File: src/rtl/lsa_pkg.sv
package lsa_pkg;
  localparam int LSA_LANES = 4;
  localparam int LSA_SEL_W = $clog2(LSA_LANES);
  localparam int LSA_DATA_W = LSA_LANES * 8;

  typedef enum logic [1:0] {
    SZ_BYTE = 2'b00,
    SZ_HALF = 2'b01,
    SZ_WORD = 2'b10,
    SZ_BAD  = 2'b11
  } accSize_e;

  typedef struct packed {
    logic                 doStore;
    logic                 doLoad;
    logic                 fault;
    accSize_e             size;
    logic                 zeroExt;
    logic [LSA_SEL_W-1:0] laneSel;
    logic [LSA_LANES-1:0] laneMask;
  } lsaStrobe_t;
endpackage

File: src/rtl/lsa_ctrl.sv
module lsa_ctrl
  import lsa_pkg::*;
#(
  parameter int ADDR_W = 32,
  parameter int OFF_W  = 16
) (
  input  logic              reqValid,
  input  logic              reqStore,
  input  logic [2:0]        reqOp,
  input  logic [ADDR_W-1:0] baseAddr,
  input  logic [OFF_W-1:0]  offset,
  output logic [ADDR_W-1:0] effAddr,
  output lsaStrobe_t        strobe
);
  localparam int EXT_W = ADDR_W - OFF_W;
  localparam logic [LSA_LANES-1:0] ONE_LANE  = LSA_LANES'(1);
  localparam logic [LSA_LANES-1:0] TWO_LANES = LSA_LANES'(3);

  accSize_e             sizeSel;
  logic [LSA_SEL_W-1:0] sel;
  logic [LSA_SEL_W-1:0] halfBase;
  logic [LSA_LANES-1:0] rawMask;
  logic                 misaligned;

  assign effAddr  = baseAddr + {{EXT_W{offset[OFF_W-1]}}, offset};
  assign sel      = effAddr[LSA_SEL_W-1:0];
  assign halfBase = {sel[LSA_SEL_W-1:1], 1'b0};
  assign sizeSel  = accSize_e'(reqOp[1:0]);

  always_comb begin
    rawMask    = '0;
    misaligned = 1'b0;
    unique case (sizeSel)
      SZ_BYTE: rawMask = ONE_LANE << sel;
      SZ_HALF: begin
        rawMask    = TWO_LANES << halfBase;
        misaligned = sel[0];
      end
      SZ_WORD: begin
        rawMask    = '1;
        misaligned = |sel;
      end
      default: misaligned = 1'b1;
    endcase
  end

  always_comb begin
    strobe.doStore  = reqValid & reqStore & ~misaligned;
    strobe.doLoad   = reqValid & ~reqStore & ~misaligned;
    strobe.fault    = reqValid & misaligned;
    strobe.size     = sizeSel;
    strobe.zeroExt  = reqOp[2];
    strobe.laneSel  = sel;
    strobe.laneMask = (reqValid & reqStore & ~misaligned) ? rawMask : '0;
  end
endmodule

File: src/rtl/lsa_datapath.sv
module lsa_datapath
  import lsa_pkg::*;
#(
  parameter int ADDR_W = 32
) (
  input  logic                  clk,
  input  logic                  rstN,
  input  lsaStrobe_t            strobe,
  input  logic [ADDR_W-1:0]     effAddr,
  input  logic [LSA_DATA_W-1:0] storeData,
  input  logic [LSA_DATA_W-1:0] memRdata,
  output logic [ADDR_W-1:0]     memAddr,
  output logic [LSA_LANES-1:0]  memWe,
  output logic [LSA_DATA_W-1:0] memWdata,
  output logic                  memRd,
  output logic                  accErr,
  output logic                  loadValid,
  output logic [LSA_DATA_W-1:0] loadData
);
  localparam int HALVES = LSA_LANES / 2;
  localparam int BYTE_PAD = LSA_DATA_W - 8;
  localparam int HALF_PAD = LSA_DATA_W - 16;

  logic [LSA_DATA_W-1:0] byteRep, halfRep, wdataNext, extData;
  logic [7:0]            laneBytes [LSA_LANES];
  logic [15:0]           laneHalves[HALVES];
  logic [7:0]            pickByte;
  logic [15:0]           pickHalf;
  accSize_e              ldSize;
  logic [LSA_SEL_W-1:0]  ldSel;
  logic                  ldZero;

  for (genvar l = 0; l < LSA_LANES; l++) begin : g_lane
    assign byteRep[l*8 +: 8] = storeData[7:0];
    assign laneBytes[l]      = memRdata[l*8 +: 8];
  end
  for (genvar h = 0; h < HALVES; h++) begin : g_half
    assign halfRep[h*16 +: 16] = storeData[15:0];
    assign laneHalves[h]       = memRdata[h*16 +: 16];
  end

  always_comb begin
    unique case (strobe.size)
      SZ_BYTE: wdataNext = byteRep;
      SZ_HALF: wdataNext = halfRep;
      default: wdataNext = storeData;
    endcase
  end

  always_ff @(posedge clk) begin
    if (!rstN) begin
      memAddr  <= '0;
      memWe    <= '0;
      memWdata <= '0;
      memRd    <= 1'b0;
      accErr   <= 1'b0;
      ldSize   <= SZ_WORD;
      ldSel    <= '0;
      ldZero   <= 1'b0;
    end else begin
      memAddr  <= {effAddr[ADDR_W-1:LSA_SEL_W], {LSA_SEL_W{1'b0}}};
      memWe    <= strobe.laneMask;
      memWdata <= strobe.doStore ? wdataNext : '0;
      memRd    <= strobe.doLoad;
      accErr   <= strobe.fault;
      ldSize   <= strobe.size;
      ldSel    <= strobe.laneSel;
      ldZero   <= strobe.zeroExt;
    end
  end

  assign pickByte = laneBytes[ldSel];
  assign pickHalf = laneHalves[ldSel[LSA_SEL_W-1:1]];

  always_comb begin
    unique case (ldSize)
      SZ_BYTE: extData = {{BYTE_PAD{~ldZero & pickByte[7]}}, pickByte};
      SZ_HALF: extData = {{HALF_PAD{~ldZero & pickHalf[15]}}, pickHalf};
      default: extData = memRdata;
    endcase
  end

  always_ff @(posedge clk) begin
    if (!rstN) begin
      loadValid <= 1'b0;
      loadData  <= '0;
    end else begin
      loadValid <= memRd;
      if (memRd) loadData <= extData;
    end
  end

  AST_FAULT_NO_WRITE: assert property (@(posedge clk) disable iff (!rstN)
    accErr |-> (memWe == '0 && !memRd));
  AST_LANE_SHAPE: assert property (@(posedge clk) disable iff (!rstN)
    ($countones(memWe) == 0 || $countones(memWe) == 1 ||
     $countones(memWe) == 2 || $countones(memWe) == LSA_LANES));
  AST_READ_NOT_WRITE: assert property (@(posedge clk) disable iff (!rstN)
    memRd |-> (memWe == '0));
  AST_LOAD_AFTER_READ: assert property (@(posedge clk) disable iff (!rstN)
    loadValid |-> $past(memRd));
  AST_FAULT_NO_LOAD: assert property (@(posedge clk) disable iff (!rstN)
    accErr |=> !loadValid);
endmodule

File: src/rtl/lsa_unit.sv
module lsa_unit
  import lsa_pkg::*;
#(
  parameter int ADDR_W = 32,
  parameter int OFF_W  = 16
) (
  input  logic                  clk,
  input  logic                  rstN,
  input  logic                  reqValid,
  input  logic                  reqStore,
  input  logic [2:0]            reqOp,
  input  logic [ADDR_W-1:0]     baseAddr,
  input  logic [OFF_W-1:0]      offset,
  input  logic [LSA_DATA_W-1:0] storeData,
  input  logic [LSA_DATA_W-1:0] memRdata,
  output logic [ADDR_W-1:0]     memAddr,
  output logic [LSA_LANES-1:0]  memWe,
  output logic [LSA_DATA_W-1:0] memWdata,
  output logic                  memRd,
  output logic                  accErr,
  output logic                  loadValid,
  output logic [LSA_DATA_W-1:0] loadData
);
  lsaStrobe_t        strobe;
  logic [ADDR_W-1:0] effAddr;

  lsa_ctrl #(.ADDR_W(ADDR_W), .OFF_W(OFF_W)) u_ctrl (
    .reqValid (reqValid),
    .reqStore (reqStore),
    .reqOp    (reqOp),
    .baseAddr (baseAddr),
    .offset   (offset),
    .effAddr  (effAddr),
    .strobe   (strobe)
  );

  lsa_datapath #(.ADDR_W(ADDR_W)) u_dp (
    .clk       (clk),
    .rstN      (rstN),
    .strobe    (strobe),
    .effAddr   (effAddr),
    .storeData (storeData),
    .memRdata  (memRdata),
    .memAddr   (memAddr),
    .memWe     (memWe),
    .memWdata  (memWdata),
    .memRd     (memRd),
    .accErr    (accErr),
    .loadValid (loadValid),
    .loadData  (loadData)
  );
endmodule

File: config.mk
export PLATFORM = sky130hd
export DESIGN_NAME = lsa_unit
export DESIGN_NICKNAME = d
export VERILOG_FILES = /design/src/rtl/lsa_pkg.sv /design/src/rtl/lsa_ctrl.sv /design/src/rtl/lsa_datapath.sv /design/src/rtl/lsa_unit.sv
export SDC_FILE = /design/constraint.sdc
export NUM_CORES = 1
export LEC_CHECK = 0
export ABC_AREA = 1
export BUFFER_PORTS_ARGS = -buffer_cell sky130_fd_sc_hd__buf_2
export CAP_MARGIN = 5
export CELL_PAD_IN_SITES_DETAIL_PLACEMENT = 0
export CELL_PAD_IN_SITES_GLOBAL_PLACEMENT = 2
export CORE_ASPECT_RATIO = 1.1
export CORE_MARGIN = 5
export CORE_UTILIZATION = 26
export DETAILED_ROUTE_END_ITERATION = 8
export GPL_TIMING_DRIVEN = 0
export PLACE_DENSITY_LB_ADDON = 0.1
export SKIP_LAST_GASP = 1
export SYNTH_ARGS = -nofsm -noshare
export SYNTH_HDL_FRONTEND = slang
export SYNTH_SLANG_ARGS = --single-unit
File: constraint.sdc
create_clock -name clk -period 2.2 [get_ports clk]
set_clock_uncertainty 0.15 [all_clocks]
set_input_delay 0.22 -clock clk [delete_from_list [all_inputs] [get_ports clk]]
set_output_delay 0.22 -clock clk [all_outputs]
set_load 0.005 [all_outputs]
---- After elaboration in Yosys (flattened, before gate mapping) ----
Cells that the tools add are included.
storage, ports and cells
  flip-flop bits (word level) ............. 108
  input bits .............................. 119
  output and inout port bits .............. 103
  word-level logic and storage cells ...... 45
operators by class
  $add $sub $neg .......................... 1
  magnitude comparators ................... 2
  equal/unequal tests ..................... 3
  shift operators ......................... 2
  mux-type cells .......................... 10
  bitwise logic cells ..................... 12
  reduce and logical (&&, ||, !) cells .... 4
operator list
  cell                 number
  $pmux 32 s2          2
  $mux 16              3
  $add 32x32->32       1
  $bmux 8 s2           1
  $mux 8               2
  $pmux 4 s3           1
  $and 1x1->1          7
  $eq 2x1->1 const B   2
  $logic_not 2->1      2
  $shl 1x2->4 const A  1
  $shl 2x2->4 const A  1
  $ge 3x3->1 const B   1
  $not 1->1            3
  $not 2->3            1
  $pmux 1 s3           1
  $eq 2x2->1 const B   1
  $ge 2x2->1 const B   1
  $not 1->2            1
  $reduce_and 2->1     1
  $reduce_or 2->1      1

---- Logic depth before layout (Yosys ltp) ----
Gate-level depths: netlist of the first run.
  word-level depth ........................ 6
  depth in mapped cells ................... 13
  mapped depth without buffers ............ 13

---- Hierarchy ----
A second synthesis of the first run with hierarchy kept.
unflattened totals
  cell total of the unflattened synthesis .. 1072
  area, all modules ....................... 6661.4 sq um
by module, submodules not included
  module        instances  cells each  area an instance (sq um)  seq. area each (sq um)
  lsa_datapath  1          538         4061.4                    2122.0
  lsa_ctrl      1          534         2600.0                    0.0

---- Worst setup path after synthesis of the first run ----
Ideal clock, no wire load.
  path kind ............................... input -> register
  from .................................... input port offset[0]
  to ...................................... register u_dp.memWdata[30]
  library setup time ...................... 66 ps
  data arrival time ....................... 1669 ps
  data required time ...................... 1984 ps
  path slack .............................. 315 ps
  cell stages on the path ................. 8
  buffers on the path ..................... 1
  cell sequence ........................... ha_1 -> inv_1 -> fa_1 -> a21oi_1 -> a21oi_2 -> nand4_4 -> buf_6 -> a21oi_2
on the way
  longest elaborated chain between the ends .. 6
RTL lines
  item                                 RTL line            text
  from (decl)                          lsa_unit.sv:13      input logic [OFF_W-1:0] offset,
  $add 32x32->32 *                     lsa_ctrl.sv:25      assign effAddr = baseAddr + {{EXT_W{offset[OFF_W-1]}}, offset};
  $reduce_or 2->1                      lsa_ctrl.sv:41      misaligned = |sel;
  $pmux 1 s3 *                         lsa_ctrl.sv:33      unique case (sizeSel)
  $not 1->1 *                          lsa_ctrl.sv:48      strobe.doStore = reqValid & reqStore & ~misaligned;
  $and 1x1->1 *                        lsa_ctrl.sv:48
  $reduce_and 2->1 (no source line) *  -
  to (signal assigned)                 lsa_datapath.sv:63  memWdata <= strobe.doStore ? wdataNext : '0;
  to (decl)                            lsa_datapath.sv:14  output logic [LSA_DATA_W-1:0] memWdata,
Mark *: on every way between the ends. The rest lies on a longest branch, timed or not.
A chain may end at the register's enable or synchronous reset.

---- Worst setup path in the final report of the first run ----
Ends and elaborated chain as after synthesis.

==> results of run 1 <==
[worst paths after layout]
path / startpoint / to / depth (start not counted)
worst max register to register: u_dp.memRd / u_dp.loadData[5] / 7
worst min register to register: u_dp.loadData[15] / u_dp.loadData[15] / 2
worst min-delay path: storeData[4] / u_dp.memWdata[4] / 3
worst max-delay path: offset[0] / u_dp.memWdata[30] / 9
[stage by stage]
step	cells	TNS, ps	worst slack [ps]	total power (W)
2_1_floorplan	987	0	315	0.00285
3_3_place_gp	1514	-12950	-362	0.00336
3_5_place_dp	1514	-13580	-382	0.00336
4_1_cts	1564	0	11.8	0.00516
5_1_grt	1564	0	2.89	0.00539
6_report	1564	0	125	0.00505
[routing by layer]
metal | vias up | track usage (%) | part of all wire, % | wire length (µm)
li1 | 3641 | - | - | -
met1 | 3056 | 21.0 | 45 | 10800
met2 | 146 | 30.9 | 50 | 12000
met3 | 17 | 3.00 | 4.0 | 960
met4 | 0 | 3.54 | 1.0 | 242
met5 | - | 0 | 0 | 0
[cells by family after synthesis]
family / Yosys count
DFF: 106
adders and majority gates: 32
buffers and inverters: 196
xor gates and xnor gates: 1
other: 1
AOI/OAI and AO/OA: 193
and+or+nand+nor: 457
[flip-flops by register name, summed over array words and instances (netlist names), 2 cells and up]
| signal | flops |
|---|---|
| u_dp.memWdata | 32 |
| u_dp.memWe | 4 |
| u_dp.ldSel | 2 |
| u_dp.memAddr | 30 |
| u_dp.ldSize | 2 |
| u_dp.loadData | 32 |
[power breakdown]
| part | leakage (nW) | switching [W] | internal, W |
|---|---|---|---|
| clock | 0.142 | 0.000903 | 0.000810 |
| sequential | 0.867 | 0.0000307 | 0.00202 |
| combinational | 3.72 | 0.000791 | 0.000495 |
[Yosys cell counts, types with 2 or more instances]
| cell | number |
|---|---|
| nand2_1 | 281 |
| inv_1 | 157 |
| a21oi_1 | 109 |
| dfxtp_1 | 106 |
| nor2_1 | 92 |
| nand3_1 | 34 |
| ha_1 | 31 |
| o21ai_0 | 28 |
| o211ai_1 | 22 |
| nor2_2 | 21 |
| clkbuf_1 | 17 |
| a21oi_2 | 12 |
| buf_6 | 8 |
| nand2_2 | 7 |
| o2111ai_1 | 7 |
| a31oi_1 | 5 |
| and2_1 | 5 |
| buf_2 | 5 |
| nand4_1 | 4 |
| nor3_1 | 4 |
| inv_2 | 3 |
| o21bai_1 | 3 |
| buf_4 | 2 |
| inv_4 | 2 |
| nor3_2 | 2 |
| o21a_1 | 2 |
[final cells by class]
cell class | instances | area (µm²)
Timing Repair Buffer | 251 | 1430
Fill cell | 2797 | 15900
Multi-Input combinational cell | 685 | 3470
Inverter | 163 | 622
Clock buffer | 9 | 225
Sequential cell | 106 | 2120
Clock inverter | 7 | 83.8
Buffer | 33 | 198
Tap cell | 310 | 388
[what timing repair did]
action                                  CTS  global route
resized for setup                         0             2
endpoints found under the setup margin    0            21
hold endpoints to repair                 35             0
hold buffers                             34             0
[critical path: cells and delay by family]
family / cells / cell delay, ps
buffers and inverters: 3 / 400
AND/OR/NAND/NOR: 1 / 220
AO/OA/AOI/OAI: 3 / 430
adder cells (fa/ha/maj): 2 / 960
==> results.py, run 1 <==
metrics = {
    "run_status": {
        "status": "finished clean",
    },
    "floorplan": {
        "rows": 60,
        "dieHeight_um": 175,
        "core_area_um2": 24400,
        "die_area_um2": 27900,
        "ios": 222,
        "die_x_um": 160,
        "initial_utilization_pct": 26.3,
    },
    "worst_setup_path": {
        "r2r_slack_ps": 450,
        "crit_type": "in -> reg",
        "required_ps": 2360,
        "crit_fanout": 10,
        "path_cells": "buf_2, ha_2, inv_1, fa_1, a21oi_1, a21oi_2, nand4_4, buf_6, a21oi_2",
        "worst_setup_path_end_kind": "flop",
        "worst_path_largest_cell_delay_ps": 690,
        "cpMostUsedCell": "a21oi_2",
        "start_kind": "input port",
        "critical-path-slowest-cell": "fa_1",
        "worstPathArrival_ps": 2240,
    },
    "final_layout": {
        "design_area_um2": 8540,
        "diodes": 0,
        "drive_gt1_share_pct": 24.2,
        "nets": 1400,
        "final_cell_mix": "nand2_1, buf_2, inv_1",
        "synthToLayoutAreaGrowth_pct": 33.3,
        "fin_util_pct": 35.0,
        "layout_commonest_cell": "nand2_1",
    },
    "clock_tree": {
        "cts_inserted_buffers": 9,
        "clk_pin_slew_ps": 90,
        "cts_tree": "yes",
        "cts_buffer_depth": 2,
        "clock-sinks": 106,
        "htree_levels": 3,
        "cts_setup_buffers": 0,
        "root_buffer": "clkbuf_16",
        "clk_latency_ps": 360,
    },
    "routing": {
        "drt_pass1_iterations": 4,
        "ant_nets": 0,
        "drt_iter0_markers": 246,
        "drc": 0,
        "wl_per_cell_um": 15.4,
        "routed_via_density": 4.39,
        "num_vias": 6860,
        "wl_um": 24100,
    },
    "yosys": {
        "synth_top_family_by_area": "simple AND/OR/NAND/NOR gates",
        "yosysUniqueCellTypes": 43,
        "synth-edff-count": 0,
        "synth_warnings": 0,
        "netlist_area_um2": 6410,
        "synth_compound_area_share_pct": 17.5,
        "muxShareOfSynthArea_pct": 0,
        "seq_area_frac_synth_pct": 33.1,
        "syn_inst": 986,
        "synth_xor_area_share_pct": 0.137,
        "async_flop_share_pct": 0,
        "yosysTopAreaCell": "dfxtp_1",
        "synth_top_area_share_pct": 33.1,
        "synth_area_leaders": "dfxtp_1, nand2_1, inv_1",
        "synth_seq_cells": 106,
        "syn_area_per_cell_um2": 6.50,
        "synth_simple_gate_area_share_pct": 30.0,
        "synthFlopType": "dfxtp_1",
        "synthAdderAreaFrac_pct": 6.37,
    },
    "job": {
        "drv_cap": 0,
    },
    "sta": {
        "maxClockFrequency_ghz": 0.482,
        "relSlewSlack_pct": 53.5,
        "slew_viol_final": 0,
        "period_minus_slack_ps": 2080,
        "hold_ws_ps": 10.4,
        "setup-violations-final": 0,
        "tightest_slew_ps": 697,
        "final_hold_viol_count": 0,
        "period_share_pct": 94.3,
        "rsz0062_at_grt": "no",
    },
    "place": {
        "io_buffer_count": 217,
        "dpl_cell_area_um2": 7880,
        "gp_congestion": 0.825,
        "place_hpwl_um": 19600,
    },
    "global_routing": {
        "grt_pass1_vias": 6969,
        "antenna_found_initial": 0,
        "grt_start_max_net_pins": 22,
        "grt_pass1_wl_um": 37600,
        "grt_overflow": 0,
        "track_usage_pct": 17.0,
    },
    "pwr": {
        "ir_drop_v": 0.000320,
        "power_density_nw_per_um2": 592,
        "leakage_nw": 4.73,
    },
    "min_path": {
        "hold_path.class": "in -> reg",
    },
}
Note: power is estimated with default switching activity, not from simulation.
==> run 2, diff against run 1 <==
--- a/config.mk
+++ b/config.mk
@@ -13,9 +13,10 @@
 export CORE_ASPECT_RATIO = 1.1
 export CORE_MARGIN = 5
 export CORE_UTILIZATION = 26
+export CTS_BUF_LIST = sky130_fd_sc_hd__clkbuf_16
 export DETAILED_ROUTE_END_ITERATION = 8
 export GPL_TIMING_DRIVEN = 0
-export PLACE_DENSITY_LB_ADDON = 0.1
+export PLACE_DENSITY = 0.83
 export SKIP_LAST_GASP = 1
 export SYNTH_ARGS = -nofsm -noshare
 export SYNTH_HDL_FRONTEND = slang
==> results.py, run 2 (synthesized netlist as in run 1, its figures left out) <==
metrics = {
    "worst_setup_path": {
        "worst_setup_path_end_kind": "flop",
        "crit_fanout": 5,
        "worstPathArrival_ps": 2250,
        "start_kind": "input port",
        "required_ps": 2350,
        "crit_type": "in -> reg",
        "r2r_cells": 7,
    },
    "global_routing": {
        "grt_pass1_vias": 7013,
        "grt_start_max_net_pins": 23,
        "grt_overflow": 0,
        "antenna_found_initial": 0,
        "grt_pass1_wl_um": 37100,
        "track_usage_pct": 16.7,
    },
    "final_layout": {
        "drive_gt1_share_pct": 24.0,
        "layout_commonest_cell": "nand2_1",
        "final_cell_mix": "nand2_1, buf_2, inv_1",
        "reg_top3": "u_dp.loadData: 32 flops, u_dp.memWdata: 32 flops, u_dp.memAddr: 30 flops",
        "diodes": 0,
        "nets": 1403,
        "synthToLayoutAreaGrowth_pct": 33.8,
    },
    "floorplan": {
        "ios": 222,
        "rows": 60,
        "die_area_um2": 27900,
        "die_x_um": 160,
        "initial_utilization_pct": 26.3,
        "dieHeight_um": 175,
        "core_area_um2": 24400,
    },
    "clock_tree": {
        "root_buffer": "clkbuf_16",
        "htree_levels": 3,
        "clock-sinks": 106,
        "clk_pin_slew_ps": 90,
        "cts_buffer_depth": 2,
        "cts_inserted_buffers": 9,
        "cts_setup_buffers": 0,
        "clk_latency_ps": 350,
        "cts_tree": "yes",
    },
    "sta": {
        "slew_viol_final": 0,
        "maxClockFrequency_ghz": 0.477,
        "period_minus_slack_ps": 2090,
        "setup-violations-final": 0,
        "tightest_slew_ps": 684,
        "final_hold_viol_count": 0,
        "relSlewSlack_pct": 54.4,
        "period_share_pct": 95.2,
        "rsz0062_at_grt": "no",
        "fin_tns_setup_ps": 0,
        "hold_ws_ps": 29.4,
    },
    "place": {
        "gp_congestion": 0.861,
        "place_hpwl_um": 19300,
        "io_buffer_count": 217,
    },
    "routing": {
        "drt_pass1_iterations": 5,
        "num_vias": 6944,
        "ant_nets": 0,
        "routed_via_density": 4.43,
        "drt_iter0_markers": 266,
        "drc": 0,
        "wl_um": 23700,
        "wl_per_cell_um": 15.1,
    },
    "min_path": {
        "hold_path.class": "in -> reg",
        "hold_path_depth": 3,
    },
    "pwr": {
        "ir_drop_v": 0.000295,
        "power_density_nw_per_um2": 591,
        "leakage_nw": 4.76,
        "design_power_total_w": 0.00506,
    },
    "job": {
        "drv_cap": 0,
    },
    "run_status": {
        "status": "finished clean",
    },
}
[run 2: cell types whose count changed in the layout (fill, tap and decap cells not counted), sizes merged]
cell,previous run,this run
inv,164,168
clkinvlp,2,0
dlygate4sd3,34,37
clkinv,4,2
[run 2: final cells by class]
| class | instances | area (µm²) |
|---|---|---|
| Tap cell | 310 | 388 |
| Buffer | 33 | 198 |
| Clock buffer | 9 | 225 |
| Timing Repair Buffer | 254 | 1460 |
| Fill cell | 2704 | 15800 |
| Clock inverter | 7 | 86.3 |
| Multi-Input combinational cell | 685 | 3470 |
| Inverter | 163 | 622 |
| Sequential cell | 106 | 2120 |
[run 2: critical path, cell delays in order]
cell and delay, ps:
buf_2 80, ha_1 210, inv_1 70, fa_2 600, a21oi_1 100, a21oi_2 190
nor3b_1 200, dlygate4sd3_1 560
[run 2: layer usage]
metal  GRT usage (%)  wire [µm]  up-vias
met5               0          0        -
met4            4.74        396        0
met3            2.93        965       24
met2            29.9      11700      182
met1            20.6      10700     3089
li1                -          -     3649
[run 2: per-stage QoR]
stage                     instances  worst slack [ps]  utilization (%)  instance area (µm²)
after global placement         1514              -159             32.3                 7880
after floorplan                 987               315                -                 6410
after CTS                      1567              49.1             35.1                 8570
after detailed placement       1514              -174             32.3                 7880
final                          1567               105             35.1                 8570
after global routing           1567              13.6             35.1                 8570
[run 2: final timing paths]
check | slack [ps] | end | start
min reg2reg | 330 | u_dp.loadData[4] | u_dp.loadData[4]
max reg2reg | 340 | u_dp.loadData[5] | u_dp.memRd
max | 110 | u_dp.memRd | offset[0]
min | 30 | u_dp.memWdata[24] | storeData[24]
[run 2: report_power, final]
part           internal [W]  leakage [nW]  switching [W]  total [W]
registers           0.00202         0.867      0.0000358    0.00206
clock network      0.000827         0.152       0.000896    0.00172
logic              0.000496          3.74       0.000784    0.00128
total               0.00335          4.76        0.00172    0.00506
[run 2: what timing repair did]
action,4_1_cts,5_1_grt
setup endpoints to repair,0,1
resized for setup,0,1
hold endpoints to repair,36,0
hold buffers,37,0
